$ cat config.mk
export PLATFORM = sky130hd
export DESIGN_NAME = vsid_scramble_unit
export DESIGN_NICKNAME = d
export VERILOG_FILES = /design/src/rtl/vsid_pkg.sv /design/src/rtl/vsid_proto_gen.sv /design/src/rtl/vsid_mul_stage.sv /design/src/rtl/vsid_mod_reduce.sv /design/src/rtl/vsid_scramble_unit.sv
export SDC_FILE = /design/constraint.sdc
export NUM_CORES = 2
export LEC_CHECK = 0
export BUFFER_PORTS_ARGS = -buffer_cell sky130_fd_sc_hd__buf_2
export CAP_MARGIN = 25
export CELL_PAD_IN_SITES_DETAIL_PLACEMENT = 1
export CELL_PAD_IN_SITES_GLOBAL_PLACEMENT = 1
export CORE_MARGIN = 1.5
export CORE_UTILIZATION = 50
export CTS_CLUSTER_SIZE = 16
export DETAILED_ROUTE_END_ITERATION = 10
export PLACE_DENSITY_LB_ADDON = 0.05
export REMOVE_ABC_BUFFERS = 1
export SLEW_MARGIN = 20
export SYNTH_ARGS = -nofsm -noshare
export SYNTH_HDL_FRONTEND = slang
export SYNTH_HIERARCHICAL = 1
export SYNTH_SLANG_ARGS = --single-unit
$ cat constraint.sdc
create_clock -name clk_i -period 5.2 [get_ports clk_i]
set_input_delay 0 -clock clk_i [delete_from_list [all_inputs] [get_ports clk_i]]
set_output_delay 0 -clock clk_i [all_outputs]
set_load 0.005 [all_outputs]
$ cat src/rtl/vsid_pkg.sv
package vsid_pkg;
  parameter int CTX_W     = 19;
  parameter int EA_W      = 64;
  parameter int REG_W     = 4;
  parameter int MULT_W    = 24;
  parameter int SEG_SH_S  = 28;
  parameter int SEG_SH_L  = 40;
  parameter int ESID_W_S  = 18;
  parameter int ESID_W_L  = 6;
  parameter int N_S       = CTX_W + ESID_W_S;
  parameter int N_L       = CTX_W + ESID_W_L;
  parameter int PROD_W    = N_S + MULT_W;
  parameter logic [MULT_W-1:0] MULT = 24'd12538073;
  parameter logic [REG_W-1:0]  KERN_NIB0 = 4'hC;
endpackage

$ cat src/rtl/vsid_proto_gen.sv
module vsid_proto_gen
  import vsid_pkg::*;
(
  input  logic [CTX_W-1:0] ctx_i,
  input  logic [EA_W-1:0]  ea_i,
  input  logic             seg_1t_i,
  input  logic             kernel_i,
  input  logic [EA_W-1:0]  range_limit_i,
  output logic [N_S-1:0]   proto_o,
  output logic             kerr_o
);
  localparam logic [CTX_W-1:0] KERN_CTX0 = CTX_W'((1 << CTX_W) - 4);

  logic [REG_W-1:0] nib;
  logic [CTX_W-1:0] ctx_eff;
  logic [EA_W-1:0]  ea_clr;
  logic             over, kill;
  logic [N_S-1:0]   proto_s, proto_l;

  assign nib     = ea_i[EA_W-1 -: REG_W];
  assign kerr_o  = kernel_i && (nib < KERN_NIB0);
  assign ctx_eff = kernel_i ? KERN_CTX0 + CTX_W'(nib - KERN_NIB0) : ctx_i;
  assign ea_clr  = {{REG_W{1'b0}}, ea_i[EA_W-REG_W-1:0]};
  assign over    = ea_clr >= range_limit_i;
  assign kill    = kerr_o || over;

  assign proto_s = {ctx_eff, ea_i[SEG_SH_S +: ESID_W_S]};
  assign proto_l = N_S'({ctx_eff, ea_i[SEG_SH_L +: ESID_W_L]});

  // zero proto scrambles to zero
  assign proto_o = kill ? '0 : (seg_1t_i ? proto_l : proto_s);
endmodule

$ cat src/rtl/vsid_mul_stage.sv
module vsid_mul_stage
  import vsid_pkg::*;
(
  input  logic              clk_i,
  input  logic              rst_ni,
  input  logic              vld_i,
  input  logic [N_S-1:0]    proto_i,
  input  logic              sel_lo_i,
  input  logic              err_i,
  output logic              vld_o,
  output logic [PROD_W-1:0] prod_o,
  output logic              sel_lo_o,
  output logic              err_o
);
  always_ff @(posedge clk_i or negedge rst_ni) begin
    if (!rst_ni) begin
      vld_o    <= 1'b0;
      prod_o   <= '0;
      sel_lo_o <= 1'b0;
      err_o    <= 1'b0;
    end else begin
      vld_o    <= vld_i;
      prod_o   <= PROD_W'(proto_i) * PROD_W'(MULT);
      sel_lo_o <= sel_lo_i;
      err_o    <= err_i;
    end
  end
endmodule

$ cat src/rtl/vsid_mod_reduce.sv
module vsid_mod_reduce
  import vsid_pkg::*;
#(
  parameter int N_HI = N_S,
  parameter int N_LO = N_L,
  parameter int PW   = PROD_W,
  parameter int MW   = MULT_W
) (
  input  logic            clk_i,
  input  logic            rst_ni,
  input  logic            vld_i,
  input  logic [PW-1:0]   prod_i,
  input  logic            sel_lo_i,
  input  logic            err_i,
  output logic            vld_o,
  output logic [N_HI-1:0] res_o,
  output logic            sel_lo_o,
  output logic            err_o
);
  localparam int XW = N_HI + 1;
  localparam logic [XW-1:0]   FOLD_MAX_HI = (XW'(1) << N_HI) + (XW'(1) << MW);
  localparam logic [XW-1:0]   FOLD_MAX_LO = (XW'(1) << N_LO) + (XW'(1) << MW);
  localparam logic [N_HI-1:0] MOD_HI = {N_HI{1'b1}};
  localparam logic [N_HI-1:0] MOD_LO = N_HI'({N_LO{1'b1}});

  logic [1:0][XW-1:0]   fold_c;
  logic [1:0][N_HI-1:0] corr_c;
  logic [XW-1:0]        x_q;
  logic                 vld_q, sel_q, err_q;

  for (genvar g = 0; g < 2; g++) begin : g_lane
    localparam int NW = (g == 0) ? N_HI : N_LO;
    logic [XW-1:0] xp1, carry, sum;
    // end-around fold of the high part onto the low part
    assign fold_c[g] = XW'(prod_i >> NW) + XW'(prod_i[NW-1:0]);
    // add one more when x reaches the modulus or beyond
    assign xp1       = x_q + XW'(1);
    assign carry     = xp1 >> NW;
    assign sum       = x_q + carry;
    assign corr_c[g] = N_HI'(sum[NW-1:0]);
  end

  always_ff @(posedge clk_i or negedge rst_ni) begin
    if (!rst_ni) begin
      vld_q <= 1'b0;
      x_q   <= '0;
      sel_q <= 1'b0;
      err_q <= 1'b0;
    end else begin
      vld_q <= vld_i;
      x_q   <= sel_lo_i ? fold_c[1] : fold_c[0];
      sel_q <= sel_lo_i;
      err_q <= err_i;
    end
  end

  always_ff @(posedge clk_i or negedge rst_ni) begin
    if (!rst_ni) begin
      vld_o    <= 1'b0;
      res_o    <= '0;
      sel_lo_o <= 1'b0;
      err_o    <= 1'b0;
    end else begin
      vld_o    <= vld_q;
      res_o    <= sel_q ? corr_c[1] : corr_c[0];
      sel_lo_o <= sel_q;
      err_o    <= err_q;
    end
  end

  assert_fold_bound_R3: assert property (@(posedge clk_i) disable iff (!rst_ni)
    vld_q |-> (x_q < (sel_q ? FOLD_MAX_LO : FOLD_MAX_HI)));

  assert_residue_range_R3: assert property (@(posedge clk_i) disable iff (!rst_ni)
    vld_o |-> (res_o < (sel_lo_o ? MOD_LO : MOD_HI)));

  assert_long_seg_width_R2: assert property (@(posedge clk_i) disable iff (!rst_ni)
    (vld_o && sel_lo_o) |-> (res_o[N_HI-1:N_LO] == '0));
endmodule

$ cat src/rtl/vsid_scramble_unit.sv
module vsid_scramble_unit
  import vsid_pkg::*;
(
  input  logic             clk_i,
  input  logic             rst_ni,
  input  logic             req_valid_i,
  input  logic [CTX_W-1:0] ctx_i,
  input  logic [EA_W-1:0]  ea_i,
  input  logic             seg_1t_i,
  input  logic             kernel_i,
  input  logic [EA_W-1:0]  range_limit_i,
  output logic             vsid_valid_o,
  output logic [N_S-1:0]   vsid_o,
  output logic             kern_err_o
);
  logic [N_S-1:0]    proto;
  logic              kerr;
  logic              m_vld, m_sel, m_err;
  logic [PROD_W-1:0] m_prod;
  logic              r_vld, r_sel, r_err;
  logic [N_S-1:0]    r_res;

  vsid_proto_gen u_proto (
    .ctx_i         (ctx_i),
    .ea_i          (ea_i),
    .seg_1t_i      (seg_1t_i),
    .kernel_i      (kernel_i),
    .range_limit_i (range_limit_i),
    .proto_o       (proto),
    .kerr_o        (kerr)
  );

  vsid_mul_stage u_mul (
    .clk_i    (clk_i),
    .rst_ni   (rst_ni),
    .vld_i    (req_valid_i),
    .proto_i  (proto),
    .sel_lo_i (seg_1t_i),
    .err_i    (kerr),
    .vld_o    (m_vld),
    .prod_o   (m_prod),
    .sel_lo_o (m_sel),
    .err_o    (m_err)
  );

  vsid_mod_reduce u_reduce (
    .clk_i    (clk_i),
    .rst_ni   (rst_ni),
    .vld_i    (m_vld),
    .prod_i   (m_prod),
    .sel_lo_i (m_sel),
    .err_i    (m_err),
    .vld_o    (r_vld),
    .res_o    (r_res),
    .sel_lo_o (r_sel),
    .err_o    (r_err)
  );

  assign vsid_valid_o = r_vld;
  assign vsid_o       = r_res;
  assign kern_err_o   = r_vld && r_err;

  assert_kern_err_zero_R6: assert property (@(posedge clk_i) disable iff (!rst_ni)
    kern_err_o |-> (vsid_o == '0));

  assert_latency_R7: assert property (@(posedge clk_i) disable iff (!rst_ni)
    vsid_valid_o |-> $past(req_valid_i, 3));

  assert_err_qualified_R6: assert property (@(posedge clk_i) disable iff (!rst_ni)
    !vsid_valid_o |-> !kern_err_o);

  assert_long_seg_out_R2: assert property (@(posedge clk_i) disable iff (!rst_ni)
    (vsid_valid_o && r_sel) |-> (vsid_o[N_S-1:N_L] == '0));
endmodule

==> impl_metrics.tcl, run 1 <==
set metrics [dict create \
    die_h_um 238 \
    numCtsBuffers 17 \
    port_buffers 190 \
    avgSynthCellArea_sq_um 9.52 \
    grtUsageTotal_pct 70.6 \
    ios 191 \
    cts_max_level 4 \
    placedCellCount 4235 \
    syn_inst 2891 \
    dp_hpwl_mm 87.8 \
    yosys_warnings 6 \
    die_x_um 238 \
    grt_overflow 150 \
    stop_stage "5_1_grt" \
    globalplace.congestion 1.01 \
    initial_utilization_pct 50.8 \
    endpoint_type "sequential cell input" \
    grt_max_degree 83 \
    crit_endpoint "u_mul/prod_o[45]$_DFF_PN0_/D" \
    tool.error "[ERROR GRT-0232] Routing congestion too high. Check the congestion heatmap in the GUI." \
    netlist_area_sq_um 27500 \
    run_status "aborted with a tool error" \
    clock_path_buffers 2 \
    core.rowCount 85 \
    cts_root_buf "clkbuf_16" \
]
layer usage:
metal / track usage (%) / overflow
met5: 9.09 / 0
met4: 78.3 / 66
met3: 48.3 / 3
met2: 93.3 / 79
met1: 68.0 / 2
timing repair:
action                                  4_1_cts
gates resized for setup                     469
pin swaps                                   223
hold endpoints to repair                     64
endpoints found under the setup margin       54
hold buffers                                  3
gates cloned                                  2
setup buffers                                96
through the flow:
| stage | instance area, sq um | utilization [%] | worst slack (ns) |
|---|---|---|---|
| detailed placement | 33000 | 61.0 | -4.20 |
| floorplan | 27300 | - | -4.54 |
| CTS | 36900 | 68.1 | -2.66 |
| global placement | 33000 | 61.0 | -3.94 |
==> inputs of run 2 (changes only) <==
--- a/config.mk
+++ b/config.mk
@@ -7,13 +7,10 @@
 export LEC_CHECK = 0
 export BUFFER_PORTS_ARGS = -buffer_cell sky130_fd_sc_hd__buf_2
 export CAP_MARGIN = 25
-export CELL_PAD_IN_SITES_DETAIL_PLACEMENT = 1
-export CELL_PAD_IN_SITES_GLOBAL_PLACEMENT = 1
 export CORE_MARGIN = 1.5
-export CORE_UTILIZATION = 50
-export CTS_CLUSTER_SIZE = 16
+export CORE_UTILIZATION = 40
 export DETAILED_ROUTE_END_ITERATION = 10
-export PLACE_DENSITY_LB_ADDON = 0.05
+export PLACE_DENSITY_LB_ADDON = 0.15
 export REMOVE_ABC_BUFFERS = 1
 export SLEW_MARGIN = 20
 export SYNTH_ARGS = -nofsm -noshare
==> run 2 against run 1 <==
Net effect:
- the flow now finishes, with violations (setup timing)
- area after synthesis unchanged
- synthesized cell count unchanged
==> impl_metrics.tcl, run 2 <==
set metrics [dict create \
    nNetsFinal 4692 \
    final_common_cell "inv_1" \
    grt_max_degree 100 \
    top_layer "met5" \
    grt_pass1_wl_mm 137 \
    cp-end-kind "register" \
    globalplace.congestion 0.960 \
    wl_met1_mm 39.6 \
    cts_max_level 4 \
    maxSlewViolCount 0 \
    critPathTopFamily "adder cells" \
    ff_latch_area_sq_um 3600 \
    placedCellCount 4450 \
    post_drt_wl_per_cell_um 19.2 \
    clk_pin_slew_ns 0.07 \
    clk_latency_ns 0.45 \
    first_pass_iters 5 \
    syn_inst 2891 \
    dp_hpwl_mm 76.8 \
    rsz0062_at_grt "yes" \
    ios 191 \
    core_sq_um 67600 \
    final.period_utilization_pct 155 \
    run_status "finished with violations" \
    final_cells 4580 \
    fillers 6004 \
    antenna_found_initial 11 \
    cts_tree "done" \
    ant_nets 0 \
    drive_above_1_share_pct 33.2 \
    avgSynthCellArea_sq_um 9.52 \
    die_h_um 265 \
    final_cell_mix "inv_1, buf_4, ha_1" \
    slowest_delay_ns 0.60 \
    drt_iter0_drc 958 \
    top_register "u_mul/prod_o" \
    clock_sinks 144 \
    wl_met2_mm 44.3 \
    cp_max_fo 8 \
    drv_cap 0 \
    grtUsageTotal_pct 25.3 \
    finalHoldViolCount 0 \
    wl_met3_mm 2.44 \
    largest_register_ffs 61 \
    routed_wirelength_mm 88.1 \
    clock_path_buffers 2 \
    multi_input_area_sq_um 23500 \
    cp-start-kind "input pin" \
    port_buffers 190 \
    fin_area_sq_um 37600 \
    netlist_area_sq_um 27500 \
    tightest_slew_ns 0.893 \
    post-route-util_pct 55.6 \
    crit_buf_inv 10 \
    die_x_um 265 \
    drc_errors 0 \
    syn_to_final_growth_pct 36.6 \
    dieArea_sq_um 70400 \
    yosys_warnings 6 \
    finalSetupViolations 52 \
    viasPerCell 5.00 \
    initial_utilization_pct 40.7 \
    final.setup.worst_slack_ns -2.83 \
    core.rowCount 95 \
    critical_path.slowest_cell "or4_4" \
    crit_required_ns 5.53 \
    hold_path_class "input pin to register" \
    setup_tns_ns -107.92 \
    grt_overflow 0 \
    violations "setup timing" \
    grt_pass1_vias 24600 \
    max_freq_mhz 124 \
    fin_skew_ns 0.0103 \
    top_regs "u_mul/prod_o: 61 flops, u_reduce/x_q: 38 flops, u_reduce/res_o: 37 flops" \
    vias 22900 \
    arrival_ns 8.36 \
    period_needed_ns 8.03 \
    cpMostUsedCell "fa_1" \
    path_class "input pin to register" \
    numCtsBuffers 17 \
    relSlewSlack_pct 40.5 \
    cts_root_buf "clkbuf_16" \
    placed_area_sq_um 33600 \
]
-- run 2: final timing paths --
kind                                   start            endpoint  slack, ns  cells after the start
max                        range_limit_i[13]    u_mul/prod_o[48]      -2.83                     33
min                                 kernel_i         u_mul/err_o       0.06                      3
max reg2reg                 u_reduce/x_q[13]  u_reduce/res_o[19]       0.74                     16
min reg2reg                      u_mul/err_o      u_reduce/err_q       0.36                      0
max in group asynchronous             rst_ni      u_mul/sel_lo_o       3.81                      3
min in group asynchronous             rst_ni  u_reduce/res_o[22]       0.22                      2
-- run 2: final cells by class --
type	instances	share of cell area (%)
antenna	8	0.0533
clock buffer	18	1.17
clock inverter	14	0.383
inverter	680	6.86
multi-input combinational	2025	62.6
sequential	144	9.59
tap	873	2.91
timing repair buffer	818	16.4
-- run 2: through the flow --
stage | setup WS, ns | hold slack (ns)
after detailed placement | -3.77 | 0.110
after global placement | -3.62 | 0.112
after CTS | -2.75 | 0.0380
after floorplan | -4.54 | -0.296
after global routing | -3.02 | 0.0493
final | -2.83 | 0.0565
-- run 2: layer usage --
layer / track usage (%) / up-vias
met3: 2.03 / 81
li1: - / 11100
met2: 44.9 / 370
met4: 5.76 / 4
met1: 33.4 / 11400
met5: 0 / -
-- run 2: repair_timing --
action | CTS | global route
setup endpoints to repair | 53 | 53
endpoints found under the hold margin | 99 | 0
cloned | 1 | 0
pin swaps | 216 | 51
setup buffers | 89 | 17
resized for setup | 418 | 77
hold buffers | 2 | 0
-- run 2: worst min-delay path: stages --
cell	delay, ns
buf_2	0.10
nor2b_1	0.16
buf_4	0.18
Power of run 2 is not shown: default switching activity piles up to over one toggle a cycle in this logic, so the estimate is an artifact.
